## src/rtl/irq_pkg.sv

```systemverilog
package irq_pkg;
    localparam int NUM_LINES = 8;
    localparam int IDX_W     = $clog2(NUM_LINES);
    localparam int DATA_W    = 8;
    localparam int BASE_W    = DATA_W - IDX_W;
    localparam logic [DATA_W-1:0] EOI_CODE = 8'h20;

    typedef logic [NUM_LINES-1:0] line_vec_t;
    typedef logic [IDX_W-1:0]     line_idx_t;
    typedef logic [BASE_W-1:0]    vec_base_t;

    typedef enum logic {
        PORT_CMD  = 1'b0,
        PORT_MASK = 1'b1
    } port_sel_e;

    typedef struct packed {
        logic      valid;
        line_idx_t idx;
    } grant_t;

    // Lowest set index wins (index 0 is the top rank).
    function automatic grant_t first_set(line_vec_t v);
        grant_t g;
        g.valid = 1'b0;
        g.idx   = '0;
        for (int i = NUM_LINES - 1; i >= 0; i--) begin
            if (v[i]) begin
                g.valid = 1'b1;
                g.idx   = line_idx_t'(i);
            end
        end
        return g;
    endfunction
endpackage

```

## src/rtl/irq_req_capture.sv

```systemverilog
module irq_req_capture
    import irq_pkg::*;
(
    input  logic      clk,
    input  logic      rst,
    input  line_vec_t req_i,
    input  line_vec_t clr_i,
    output line_vec_t pend_o
);
    line_vec_t req_q;
    line_vec_t pend_q;

    for (genvar n = 0; n < NUM_LINES; n++) begin : g_line
        logic rise;
        assign rise = req_i[n] & ~req_q[n];
        always_ff @(posedge clk) begin
            if (rst) begin
                req_q[n]  <= 1'b0;
                pend_q[n] <= 1'b0;
            end else begin
                req_q[n]  <= req_i[n];
                pend_q[n] <= (pend_q[n] & ~clr_i[n]) | rise;
            end
        end
    end

    assign pend_o = pend_q;

    AST_PEND_NEEDS_EDGE: assert property (@(posedge clk) disable iff (rst)
        (!$past(pend_q[0]) && pend_q[0]) |-> ($past(req_i[0]) && !$past(req_q[0]))) else $error("pending without edge");
endmodule

```

## src/rtl/irq_cfg_regs.sv

```systemverilog
module irq_cfg_regs
    import irq_pkg::*;
(
    input  logic              clk,
    input  logic              rst,
    input  logic              mask_we_i,
    input  logic              base_we_i,
    input  logic [DATA_W-1:0] wdata_i,
    output line_vec_t         mask_o,
    output vec_base_t         base_o
);
    line_vec_t mask_q;
    vec_base_t base_q;

    always_ff @(posedge clk) begin
        if (rst) begin
            mask_q <= '1;
            base_q <= '0;
        end else begin
            if (mask_we_i) mask_q <= wdata_i[NUM_LINES-1:0];
            if (base_we_i) base_q <= wdata_i[DATA_W-1:IDX_W];
        end
    end

    assign mask_o = mask_q;
    assign base_o = base_q;

    AST_MASK_RESET_ALL: assert property (@(posedge clk)
        ($past(rst) && !rst) |-> (mask_q == '1)) else $error("mask not all ones after reset");
endmodule

```

## src/rtl/irq_inservice.sv

```systemverilog
module irq_inservice
    import irq_pkg::*;
(
    input  logic      clk,
    input  logic      rst,
    input  logic      set_i,
    input  line_idx_t set_idx_i,
    input  logic      eoi_i,
    output line_vec_t isr_o,
    output grant_t    top_o
);
    line_vec_t isr_q;
    line_vec_t set_vec;
    line_vec_t clr_vec;
    grant_t    top;

    assign top = first_set(isr_q);

    always_comb begin
        set_vec = '0;
        clr_vec = '0;
        if (set_i) set_vec[set_idx_i] = 1'b1;
        if (eoi_i && top.valid) clr_vec[top.idx] = 1'b1;
    end

    always_ff @(posedge clk) begin
        if (rst) isr_q <= '0;
        else     isr_q <= (isr_q & ~clr_vec) | set_vec;
    end

    assign isr_o = isr_q;
    assign top_o = top;

    AST_ISR_GROW_ONE: assert property (@(posedge clk) disable iff (rst)
        !$past(rst) |-> ($countones(isr_q) <= $countones($past(isr_q)) + 1)) else $error("isr grew by more than one");
endmodule

```

## src/rtl/irq_prio_resolve.sv

```systemverilog
module irq_prio_resolve
    import irq_pkg::*;
(
    input  line_vec_t pend_i,
    input  line_vec_t mask_i,
    input  grant_t    isr_top_i,
    output grant_t    cand_o,
    output logic      eligible_o
);
    line_vec_t live;
    grant_t    cand;

    assign live = pend_i & ~mask_i;
    assign cand = first_set(live);

    assign cand_o     = cand;
    assign eligible_o = cand.valid && (!isr_top_i.valid || (cand.idx < isr_top_i.idx));
endmodule

```

## src/rtl/prio_irq_ctrl.sv

```systemverilog
module prio_irq_ctrl
    import irq_pkg::*;
(
    input  logic       clk,
    input  logic       rst,
    input  logic [7:0] req_i,
    input  logic       ack_i,
    input  logic       bus_we_i,
    input  logic       bus_re_i,
    input  logic       bus_addr_i,
    input  logic [7:0] bus_wdata_i,
    input  logic       base_we_i,
    output logic       irq_o,
    output logic [7:0] data_o
);
    line_vec_t pend;
    line_vec_t mask;
    line_vec_t isr;
    line_vec_t ack_clr;
    vec_base_t base;
    grant_t    cand;
    grant_t    isr_top;
    logic      eligible;
    logic      grant_fire;
    logic      eoi_wr;
    logic      mask_wr;
    port_sel_e port;
    line_idx_t ack_idx;

    assign port       = port_sel_e'(bus_addr_i);
    assign mask_wr    = bus_we_i && (port == PORT_MASK);
    assign eoi_wr     = bus_we_i && (port == PORT_CMD) && (bus_wdata_i == EOI_CODE);
    assign grant_fire = ack_i && eligible;

    always_comb begin
        ack_clr = '0;
        if (grant_fire) ack_clr[cand.idx] = 1'b1;
    end

    irq_req_capture u_capture (
        .clk    (clk),
        .rst    (rst),
        .req_i  (req_i),
        .clr_i  (ack_clr),
        .pend_o (pend)
    );

    irq_cfg_regs u_cfg (
        .clk       (clk),
        .rst       (rst),
        .mask_we_i (mask_wr),
        .base_we_i (base_we_i),
        .wdata_i   (bus_wdata_i),
        .mask_o    (mask),
        .base_o    (base)
    );

    irq_inservice u_isr (
        .clk       (clk),
        .rst       (rst),
        .set_i     (grant_fire),
        .set_idx_i (cand.idx),
        .eoi_i     (eoi_wr),
        .isr_o     (isr),
        .top_o     (isr_top)
    );

    irq_prio_resolve u_resolve (
        .pend_i     (pend),
        .mask_i     (mask),
        .isr_top_i  (isr_top),
        .cand_o     (cand),
        .eligible_o (eligible)
    );

    assign ack_idx = grant_fire ? cand.idx : line_idx_t'(NUM_LINES - 1);
    assign irq_o   = eligible && !ack_i;

    always_comb begin
        if (ack_i)                            data_o = {base, ack_idx};
        else if (bus_re_i && port == PORT_MASK) data_o = mask;
        else                                  data_o = '0;
    end

    AST_IRQ_UNMASKED: assert property (@(posedge clk) disable iff (rst)
        irq_o |-> ((pend & ~mask) != '0)) else $error("irq with no live line");
    AST_GRANT_IS_LOWEST: assert property (@(posedge clk) disable iff (rst)
        cand.valid |-> (pend[cand.idx] && !mask[cand.idx] &&
                        ((pend & ~mask & ((line_vec_t'(1) << cand.idx) - 1'b1)) == '0))) else $error("grant not top rank");
    AST_IRQ_OUTRANKS_ISR: assert property (@(posedge clk) disable iff (rst)
        irq_o |-> ((isr & ((line_vec_t'(1) << (cand.idx + 1'b1)) - 1'b1)) == '0 || cand.idx == line_idx_t'(NUM_LINES-1) && isr == '0)) else $error("irq while blocked");
    AST_DATA_IDLE_ZERO: assert property (@(posedge clk) disable iff (rst)
        (!ack_i && !bus_re_i) |-> (data_o == '0)) else $error("data not idle");
endmodule

```

## config.mk

```make
export PLATFORM = sky130hd
export DESIGN_NAME = prio_irq_ctrl
export DESIGN_NICKNAME = d
export VERILOG_FILES = /design/src/rtl/irq_pkg.sv /design/src/rtl/irq_req_capture.sv /design/src/rtl/irq_cfg_regs.sv /design/src/rtl/irq_inservice.sv /design/src/rtl/irq_prio_resolve.sv /design/src/rtl/prio_irq_ctrl.sv
export SDC_FILE = /design/constraint.sdc
export NUM_CORES = 1
export LEC_CHECK = 0
export BUFFER_PORTS_ARGS = -buffer_cell sky130_fd_sc_hd__buf_2
export CORE_MARGIN = 2
export CORE_UTILIZATION = 54
export CTS_CLUSTER_SIZE = 12
export DETAILED_ROUTE_END_ITERATION = 6
export PLACE_DENSITY = 0.9
export SLEW_MARGIN = 20
export SYNTH_ARGS = -nofsm -noshare
export SYNTH_HDL_FRONTEND = slang
export SYNTH_SLANG_ARGS = --single-unit
```

## constraint.sdc

```tcl
create_clock -name clk -period 3.85 [get_ports clk]
set_input_delay 0.77 -clock clk [delete_from_list [all_inputs] [get_ports clk]]
set_output_delay 0.77 -clock clk [all_outputs]
set_load 0.02 [all_outputs]
```

==> results, run 1 <==
- The flow ran to the end, and the final reports show no timing, DRC or antenna violations.
- Static timing analysis puts the maximum clock frequency at 276.2 MHz.
- The mean instance size in the synthesized netlist is 8.387 µm².
- The leakage power total is 0.0008439 µW.
- The first-pass iteration count of the detailed router is 4.
- The critical setup path kind is reg2out.
- The vias per cell is 5.892.
- The leftover overflow at the end of global routing is 0.
- The worst hold path belongs to the class reg2reg.
- The utilization after layout is 0.6460.
- Of the synthesized area, sequential elements account for 0.4166.
- Compared with the post-synthesis result, the final layout area differs by 12.74%.
- Yosys printed 0 warnings.
- The number of cells produced by synthesis is 212.
- In this run the tightest slew margin relative to its limit is 0.6163.
- Of the available clock period, the critical path in the final layout requires 0.9404.
- Counting flops and latches in the post-synthesis netlist gives 37.
- The number of filler cells placed in the layout is 279.
- The total DRC errors in the routed layout is 0.
- Together, buffers and inverters on the worst path number 1.
- The chip width is 61.38 µm.
- The total vias in the final route is 1685.
- TritonCTS created 5 clock buffers.
- The combined global-route utilization of all metal layers is 0.2418.
- The pin count of the biggest net entering global routing is 23.
- Of the cells placed in the final design, the portion with a size suffix greater than 1 is 0.1736.
- The congestion estimate from routability-driven global placement came to 0.9142.
- Synthesis produced a netlist with a net count of 237.
- Port buffering added 31 buffers.
- Across the routed clock network, the largest skew measured is 0.007685 ns.
- Once detailed placement completed, the half-perimeter wirelength came to 3101 µm.
- The via count of the first global-routing pass is 1479.
- Leaving out fill and tap cells, the most frequent cell in the layout is dfxtp_1.
- The number of nets at the end of the flow is 266.
- The power per unit of standard cell area is 385.9 nW/µm².
- The capturing element type of the critical path is a primary output.
- After clock tree synthesis, the flow added hold-fix buffers numbering 0.
- IR analysis of the VDD net gives a maximum drop of 0.2387 mV.
- The total area inside the core boundary comes to 3103 µm².
- 32 I/O pins were placed.
- The initial utilization of the core area, before any placement, comes to 0.5730.
- After routing the design area is 2004 µm².
- The detailed-route wire length is 4166 µm.
- The arrival time of data at the critical path endpoint is 2.85 ns.
- The detailed router finished its first iteration with 58 violations.
- The maximum number of buffers from clock root to sink is 2.
- The post-cts sizing count is 0.
- The category of the worst setup path launch point is a flip-flop.
- The max-slew violation count is 0.
- On the critical path, the stage with the largest delay is an instance of or4_4.
- Setup repair after global routing left no endpoint under its margin.
- The number of unique standard cell types used by synthesis is 38.
- Clock latency on the worst-skew pair, taken at its later pin, is 0.35 ns.
- The TritonCTS clock tree is built.
- The shortest clock period the worst path allows after layout is 3.621 ns.
- The number of antenna violations at the first check in global routing came to 0.
- The total die area is 3768 µm².
- The worst-margin pin slew is 0.5675 ns.
- In the layout the commonest cells are dfxtp_1, buf_2, nand2_1, nand3_1, nor2b_1.
- The standard-cell row count is 20.
- Clock-pin slew was measured on the worst setup and hold paths at 0.11 ns.
- The post-route setup TNS is 0 ns.
- The global-route wire length before repair is 6644 µm.
- The number of failing setup endpoints in the final timing report is 0.
- Once detail routing completed, the nets flagged for antenna violations numbered 0.
- The data required time at the worst endpoint is 3.08 ns.
- Traced cell by cell, the critical path runs through or4_4, a21o_1, ha_1, a221o_1, o21ai_1, and2_1, buf_2.
- Across the run, the number of max-cap violations was 0.
- The tree is rooted in a clkbuf_4.
- The biggest cell delay along the critical path is 0.59 ns.
- The routed wirelength normalized by instance count is 14.57 µm.
- The H-tree level count is 2.
- In this run the cell area measured after placement is 1953 µm².
- The count of clock tree sinks is 37.
- The post-CTS setup repair buffer count is 0.
- The summed instance area of the synthesized netlist is 1778 µm².
- The height of the die is 61.38 µm.
- The final count of hold timing violations is 0.
- The maximum fanout count along the critical path is 6.
- The count of inserted antenna diode cells is 0.
- Broken down by cell family, the worst path's largest delay share belongs to compound AO/OA/AOI/OAI gates.
==> cell families after synthesis <==
logic type,after synthesis,synth area share
fa+ha+maj,2,0.01407
mux,6,0.03378
buf+inv,20,0.04293
compound gates,53,0.2132
simple gates,94,0.2794
flops,37,0.4166
==> cells in the mapped netlist, drive strengths merged <==
master  instances  area, µm²
ha              2      25.02
a21oi          12      63.81
o221ai          1      8.760
nor2           11      41.29
o211ai          1      7.510
nand3b          1      7.510
nand3          18      90.09
a21o            1      7.510
a221o           1      10.01
o211a           1      10.01
a32o            8      80.08
o32a            1      10.01
a211o           4      35.03
o31ai           3      22.52
o21a            2      15.01
buf             1      5.000
or4             1      11.26
clkbuf          8      30.03
inv            11      41.29
nand2          26      97.59
nand4b          1      8.760
dfxtp          37      740.7
o21ai          10      50.05
nor2b          12      75.07
or4b            1      10.01
nor4b           2      17.52
a31oi           3      18.77
or3             6      37.54
a211oi          1      7.510
o21bai          2      15.01
mux2i           6      60.06
nand2b          7      43.79
and2            3      18.77
nand4           1      6.260
o41ai           2      17.52
nor3            4      31.28
==> tightest hold or removal path, cell delays in order (launching register included) <==
cell     delay, ns
dfxtp_1       0.31
inv_1         0.04
a32o_1        0.11
==> report_power, final <==
group | switching [µW] | internal [µW] | leakage, µW
Sequential | 16.1 | 407 | 0.000306
Clock | 125 | 69.5 | 0.0000320
Combinational | 91.5 | 64.0 | 0.000506
Total | 233 | 541 | 0.000844
==> flip-flops by register name (all words and copies together) (netlist names) <==
name and flops:
u_capture.pend_o 8, u_capture.req_q 8, u_cfg.mask_o 8, u_isr.isr_o 8
u_cfg.base_o 5
==> routing by layer <==
layer | track usage | vias up | part of all wire
li1 | - | 825 | -
met1 | 0.3189 | 772 | 0.44
met2 | 0.3875 | 80 | 0.47
met3 | 0.04412 | 8 | 0.068
met4 | 0.1094 | 0 | 0.018
met5 | 0 | - | 0
==> through the flow <==
stage	total power, µW	hold WS (ns)	cells	setup WS (ns)
after global routing	809.4	0.4979	286	0.07448
after CTS	772.1	0.4855	286	0.1240
after global placement	578.4	0.4553	278	0.6369
final	773.4	0.4829	286	0.2294
after detailed placement	584.0	0.4608	278	0.5348
after floorplan	538.6	0.4456	212	0.7350
==> final timing paths <==
check / to / startpoint / cells after the start / slack, ns
max: irq_o / u_isr.isr_o[2] / 7 / 0.23
min reg2reg: u_capture.pend_o[0] / u_capture.req_q[0] / 2 / 0.48
min: u_capture.pend_o[0] / u_capture.req_q[0] / 2 / 0.48
max reg2reg: u_capture.pend_o[0] / u_isr.isr_o[2] / 6 / 1.22
==> final cells by class <==
cell class	instances	area [µm²]	share of cell area
clock buffer	6	41.29	0.02060
clock inverter	2	10.01	0.004994
inverter	11	41.29	0.02060
multi-input combinational	155	960.9	0.4794
sequential	37	740.7	0.3695
tap	44	55.05	0.02747
timing repair buffer	31	155.1	0.07740
Power figures use the tool's default switching activity.
==> inputs of run 2 (changes only) <==
Settings changed: ABC_CLOCK_PERIOD_IN_PS from default to 3850, CORE_MARGIN 2 to 1.5, CORE_UTILIZATION 54 to 56, PLACE_DENSITY 0.9 to 0.91, SYNTH_HIERARCHICAL from default to 1.
==> run 2 against run 1 <==
  * Highest routed layer unchanged
  * Synthesized cell count rose by 3.8%
  * Clock-buffer cell count fell by 1
  * Critical endpoint is now data_o[0]
  * Sequential power barely moved
==> results, run 2 <==
- Result of the run: complete, no violations (unchanged).
- The CTS root buffer is clkbuf_4 (unchanged).
- The number of antenna violations at the first check in global routing was 0 (unchanged).
- The number of cells produced by synthesis was 220 (was 212).
- The cell area after placement is 2122 µm² (was 1953 µm²).
- The max-capacitance violation count is 0 (unchanged).
- The chip width is 62 µm (was 61.38 µm).
- The post-synth net total is 245 (was 237).
- The tightest slew margin relative to the limit came to 0.5103 (was 0.6163).
- The cell with the largest stage delay on the worst path is dfxtp_1 (was or4_4).
- The max-slew violation count came to 0 (unchanged).
- The relative area change from synthesis to final layout is 11.04% (was 12.74%).
- The commonest non-fill, non-tap cell in the layout is dfxtp_1 (unchanged).
- The post-CTS setup repair buffer count came to 0 (unchanged).
- The total half-perimeter wirelength after legalization and detailed placement is 3000 µm (was 3101 µm).
- The clock-pin slew on the worst setup and hold paths is 0.10 ns (was 0.11 ns).
- The post-cts sizing count is 0 (unchanged).
- The data required time at the worst endpoint is 3.08 ns (about the same).
- The standard-cell row count is 21 (was 20).
- The count of hold-fix buffers inserted at cts is 0 (unchanged).
- The routability-driven placement congestion ratio is 0.9075 (was 0.9142).
- The critical setup path kind is reg2out (unchanged).
- The maximum clock frequency is 289.0 MHz (was 276.2 MHz).
- The power per unit of standard cell area is 356.8 nW/µm² (was 385.9 nW/µm²).
- The portion of the clock cycle consumed by the worst path in the final layout is 0.8987 (was 0.9404).
- The synthesis warning total was 6 (was 0).
- The via count of the first global-routing pass is 1414 (was 1479).
- The count of inserted antenna diode cells is 0 (unchanged).
- The cell area after layout is 2165 µm² (was 2004 µm²).
- List of cells traversed by the critical path: nor4_4, nor2b_1, inv_1, ha_1, a21oi_1, o211ai_1, o21ai_1, nand3b_1, o21a_1, buf_2 (was or4_4, a21o_1, ha_1, a221o_1, o21ai_1, and2_1, buf_2).
- The combined global-route utilization of all metal layers is 0.2280 (was 0.2418).
- The pin count of the biggest net entering global routing came to 38 (was 23).
- The area of the multi-input gates came to 1135 µm² (was 960.9 µm²).
- The global-route wire length before repair is 6327 µm (was 6644 µm).
- The capturing element type of the critical path is a primary output (unchanged).
- The routed wirelength normalized by instance count is 13.57 µm (was 14.57 µm).
- The biggest cell delay along the critical path is 0.38 ns (was 0.59 ns).
- Setup repair after global routing missed its margin: false (unchanged).
- The worst-case register-to-register setup slack came to 0.96 ns (was 1.22 ns).
- The maximum number of buffers from clock root to sink was 2 (unchanged).
- The summed instance area of the synthesized netlist is 1949 µm² (was 1778 µm²).
- The detailed-route wire length is 4030 µm (was 4166 µm).
- The count of clock tree sinks is 37 (unchanged).
- The leakage power total was 0.0009140 µW (was 0.0008439 µW).
- The shortest clock period the worst path allows after layout was 3.460 ns (was 3.621 ns).
- The post-route setup TNS is 0 ns (unchanged).
- The TritonCTS clock tree is built (unchanged).
- The worst min-delay path class is reg2reg (unchanged).
- The number of failing setup endpoints in the final timing report is 0 (unchanged).
- The number of top-level pins is 32 (unchanged).
- The arrival time of data at the critical path endpoint is 2.69 ns (was 2.85 ns).
- The first-pass iteration count of the detailed router was 4 (unchanged).
- The worst-margin pin slew is 0.7346 ns (was 0.5675 ns).
- The worst clock skew came to 0.007770 ns (was 0.007685 ns).
- The total clock buffers created by CTS was 5 (unchanged).
- The leftover overflow at the end of global routing is 0 (unchanged).
- The final count of hold timing violations is 0 (unchanged).
- The height of the die came to 62 µm (was 61.38 µm).
- The H-tree level count is 2 (unchanged).
- The total vias in the final route is 1620 (was 1685).
- The maximum VDD drop is 0.2498 mV (was 0.2387 mV).
- The maximum fanout count along the critical path is 6 (unchanged).
- The total DRC errors in the routed layout is 0 (unchanged).
- The total die area is 3844 µm² (was 3768 µm²).
- The number of nets at the end of the flow was 277 (was 266).
- The vias per cell is 5.455 (was 5.892).
- The number of buffers inserted by port buffering is 31 (unchanged).
- The initial standard-cell utilization of the core is 0.5842 (was 0.5730).
- The clock insertion delay at the later pin of the skew report is 0.34 ns (was 0.35 ns).
- The number of design-rule violations left by the first detailed-router iteration is 75 (was 58).
- The number of filler cells placed in the layout was 299 (was 279).
- The mean instance size in the synthesized netlist is 8.861 µm² (was 8.387 µm²).
- The category of the worst setup path launch point is a flip-flop (unchanged).
- The core area is 3337 µm² (was 3103 µm²).
- Highest-count cells in the layout ignoring fill and taps: dfxtp_1, buf_2, nand2b_1, nor2_1, nor2b_1 (was dfxtp_1, buf_2, nand2_1, nand3_1, nor2b_1).
- The area taken by flip-flops and latches is 740.7 µm² (unchanged).
- The number of antenna-violating nets in the routed design is 0 (unchanged).
- The proportion of layout cells with a drive suffix above 1 is 0.2709 (was 0.1736).
## run 2: final timing paths
path,start,end,cells after the start
max,u_isr/isr_o[2],data_o[0],10
min,u_capture/pend_o[1],u_capture/pend_o[1],2
max reg2reg,u_isr/isr_o[2],u_isr/isr_o[6],13
min reg2reg,u_capture/pend_o[1],u_capture/pend_o[1],2
## run 2: stage by stage
stage          hold WS (ns)  total power (µW)    util  std cells  worst slack [ns]
6_report             0.4957             772.3  0.6487        297            0.3899
5_1_grt              0.5131             818.4  0.6487        297            0.1653
4_1_cts              0.4991             777.2  0.6487        297            0.4092
3_5_place_dp         0.4854             595.4  0.6359        291            0.8015
3_3_place_gp         0.4727             591.4  0.6359        291            0.8905
2_1_floorplan        0.4602             547.7       -        220            0.8072
## run 2: per-layer routing
metal,track usage,wire length (µm),part of all wire
met3,0.07039,217,0.054
met4,0.09422,37,0.0092
met1,0.2946,1817,0.45
met2,0.3527,1958,0.49
met5,0,0,0
## run 2: cell type report
type,instances,share of cell area
clock buffer,5,0.01734
clock inverter,1,0.002312
inverter,5,0.008671
multi-input combinational,170,0.5243
sequential,37,0.3422
tap,46,0.02659
timing repair buffer,33,0.07861
## run 2: report_power, final
group / switching (µW) / internal [µW]
logic: 93.8 / 72.0
clock network: 121 / 63.4
registers: 17.0 / 405
## run 2: worst max-delay path: cells and delay by family (launching register included)
family          cells  cell delay, ns
simple gates        3            0.74
compound gates      4            0.73
flops               1            0.38
fa+ha+maj           1            0.30
buf+inv             2            0.20
==> inputs of run 3 (changes only) <==
Settings changed: PLACE_DENSITY 0.91 to 0.88.
==> run 3 against run 2 <==
  * Wire length is 3.0% higher
  * Via count fell by 1.9%
  * Setup slack lost 0.015 ns
  * Clock-buffer cell count is the same
==> results, run 3 (synthesis results as in run 2) <==
- Result of the run: complete, no violations (unchanged).
- The data required time at the worst endpoint was 3.08 ns (about the same).
- The core area is 3337 µm² (unchanged).
- The number of design-rule violations left by the first detailed-router iteration came to 93 (was 75).
- The final worst hold slack is 0.5016 ns (was 0.4957 ns).
- The shortest clock period the worst path allows after layout is 3.475 ns (was 3.460 ns).
- The maximum fanout count along the critical path is 6 (unchanged).
- The commonest non-fill, non-tap cell in the layout is dfxtp_1 (unchanged).
- The number of failing setup endpoints in the final timing report is 0 (unchanged).
- The arrival time of data at the critical path endpoint is 2.70 ns (was 2.69 ns).
- The CTS root buffer is clkbuf_4 (unchanged).
- The critical setup path kind is reg2out (unchanged).
- The tightest slew margin relative to the limit was 0.5060 (was 0.5103).
- The total DRC errors in the routed layout is 0 (unchanged).
- The number of antenna violations at the first check in global routing is 0 (unchanged).
- The worst clock skew was 0.01104 ns (was 0.007770 ns).
- The worst-margin pin slew is 0.7410 ns (was 0.7346 ns).
- The max-slew violation count came to 0 (unchanged).
- The vias per cell is 5.336 (was 5.455).
- The number of buffers inserted by port buffering was 31 (unchanged).
- The cell with the largest stage delay on the worst path is dfxtp_1 (unchanged).
- The combinational fraction of design power is 0.197 (was 0.215).
- The clock-pin slew on the worst setup and hold paths is 0.11 ns (was 0.10 ns).
- The switching power of the nets is 240.8 µW (was 231.9 µW).
- The total clock buffers created by CTS is 5 (unchanged).
- The max-capacitance violation count was 0 (unchanged).
- The power per unit of standard cell area is 387.5 nW/µm² (was 356.8 nW/µm²).
- The leftover overflow at the end of global routing is 0 (unchanged).
- The count of clock tree sinks is 37 (unchanged).
- The biggest cell delay along the critical path came to 0.38 ns (about the same).
- The initial standard-cell utilization of the core was 0.5842 (unchanged).
- The maximum VDD drop came to 0.2291 mV (was 0.2498 mV).
- The worst min-delay path class is reg2reg (unchanged).
- The detailed-route wire length came to 4150 µm (was 4030 µm).
- The total half-perimeter wirelength after legalization and detailed placement is 2953 µm (was 3000 µm).
- The area of the multi-input gates is 1135 µm² (unchanged).
- The TritonCTS clock tree is built (unchanged).
- The leakage power total is 0.0009282 µW (was 0.0009140 µW).
- The pin count of the biggest net entering global routing was 38 (unchanged).
- Setup repair after global routing missed its margin: false (unchanged).
- The via count of the first global-routing pass is 1392 (was 1414).
- The area taken by flip-flops and latches is 740.7 µm² (unchanged).
- The routed wirelength normalized by instance count came to 13.93 µm (was 13.57 µm).
- The part of the power in registers was 0.496 (was 0.547).
- Highest-count cells in the layout ignoring fill and taps: dfxtp_1, buf_2, nand2b_1, nor2_1, nor2b_1 (unchanged).
- The total die area is 3844 µm² (unchanged).
- The post-cts sizing count is 0 (unchanged).
- The maximum clock frequency is 287.8 MHz (was 289.0 MHz).
- The final count of hold timing violations is 0 (unchanged).
- The relative contribution of the clock network to total power is 0.307 (was 0.239).
- The first-pass iteration count of the detailed router is 4 (unchanged).
- The number of nets at the end of the flow is 277 (unchanged).
- The category of the worst setup path launch point is a flip-flop (unchanged).
- The maximum number of buffers from clock root to sink was 2 (unchanged).
- The clock insertion delay at the later pin of the skew report is 0.35 ns (was 0.34 ns).
- The global-route wire length before repair is 6354 µm (was 6327 µm).
- The number of antenna-violating nets in the routed design is 0 (unchanged).
- The routability-driven placement congestion ratio came to 0.9082 (was 0.9075).
- The total vias in the final route is 1590 (was 1620).
- The combined global-route utilization of all metal layers is 0.2323 (was 0.2280).
- The count of inserted antenna diode cells is 0 (unchanged).
- The post-route setup TNS came to 0 ns (unchanged).
- The H-tree level count was 2 (unchanged).
- The proportion of layout cells with a drive suffix above 1 is 0.2738 (was 0.2709).
- The switching power as a share of total power was 0.2831 (was 0.3003).
- List of cells traversed by the critical path: nor4_4, nor2b_1, inv_1, ha_1, a21oi_1, o211ai_1, o21ai_1, nand3b_1, o21a_1, buf_2 (unchanged).
- The worst-case register-to-register setup slack was 0.94 ns (was 0.96 ns).
- The portion of the clock cycle consumed by the worst path in the final layout was 0.9026 (was 0.8987).
- The chip width is 62 µm (unchanged).
- The relative area change from synthesis to final layout is 12.58% (was 11.04%).
- The standard-cell row count is 21 (unchanged).
- The number of top-level pins is 32 (unchanged).
- The capturing element type of the critical path is a primary output (unchanged).
- The count of hold-fix buffers inserted at cts was 0 (unchanged).
- The number of filler cells placed in the layout is 303 (was 299).
- The buffering stage count on the worst path with inverters included is 2 (unchanged).
- The height of the die is 62 µm (unchanged).
- The critical path's top delay family is compound AO/OA/AOI/OAI gates (was simple AND/OR/NAND/NOR gates).
- The post-CTS setup repair buffer count was 0 (unchanged).
- The cell internal power dissipation came to 609.7 µW (was 540.4 µW).
-- run 3: cell count changes in the layout (fill, tap and decap cells not counted) --
cell and change:
bufinv_16 +1
-- run 3: worst paths after layout --
| path | cells past startpoint | start | to |
|---|---|---|---|
| max | 10 | u_isr/isr_o[2] | data_o[0] |
| min | 2 | u_capture/req_q[7] | u_capture/pend_o[7] |
| max reg2reg | 13 | u_isr/isr_o[2] | u_isr/isr_o[6] |
| min reg2reg | 2 | u_capture/req_q[7] | u_capture/pend_o[7] |
-- run 3: power groups by stage --
stage / registers (µW) / logic, µW / clock network [µW]
detailed placement: 431 / 166 / 0
floorplan: 425 / 122 / 0
finish: 422 / 167 / 261
global placement: 430 / 161 / 0
global route: 425 / 186 / 283
CTS: 422 / 167 / 267
-- run 3: final cells by class --
class,instances,share of cell area
Sequential cell,37,0.3375
Tap cell,46,0.02623
Clock buffer,5,0.01710
Clock inverter,2,0.01596
Inverter,5,0.008552
Timing Repair Buffer,33,0.07754
Multi-Input combinational cell,170,0.5171
-- run 3: worst reg2reg max path: stages, from the launching register on --
cell	delay [ns]
dfxtp_1	0.38
nor4_4	0.33
nor2b_1	0.17
inv_1	0.05
ha_1	0.30
a21oi_1	0.20
o211ai_1	0.11
o21ai_1	0.27
nand2_1	0.15
inv_1	0.16
nor2b_1	0.39
a31oi_1	0.14
nor2_1	0.10
o21a_1	0.12
-- run 3: layer usage --
| metal | track usage | share of wire |
|---|---|---|
| met5 | 0 | 0 |
| met4 | 0.07599 | 0.0036 |
| met3 | 0.09110 | 0.044 |
| met2 | 0.3497 | 0.48 |
| met1 | 0.3052 | 0.47 |
-- run 3: through the flow --
step	util	instance area, µm²	setup slack, ns	total power [µW]	std cells
after floorplan	-	1949	0.8072	547.7	220
after global placement	0.6359	2122	0.8949	591.0	291
final	0.6577	2195	0.3751	850.4	298
after detailed placement	0.6359	2122	0.7704	596.2	291
after global routing	0.6577	2195	0.07912	893.6	298
after CTS	0.6577	2195	0.3784	855.4	298
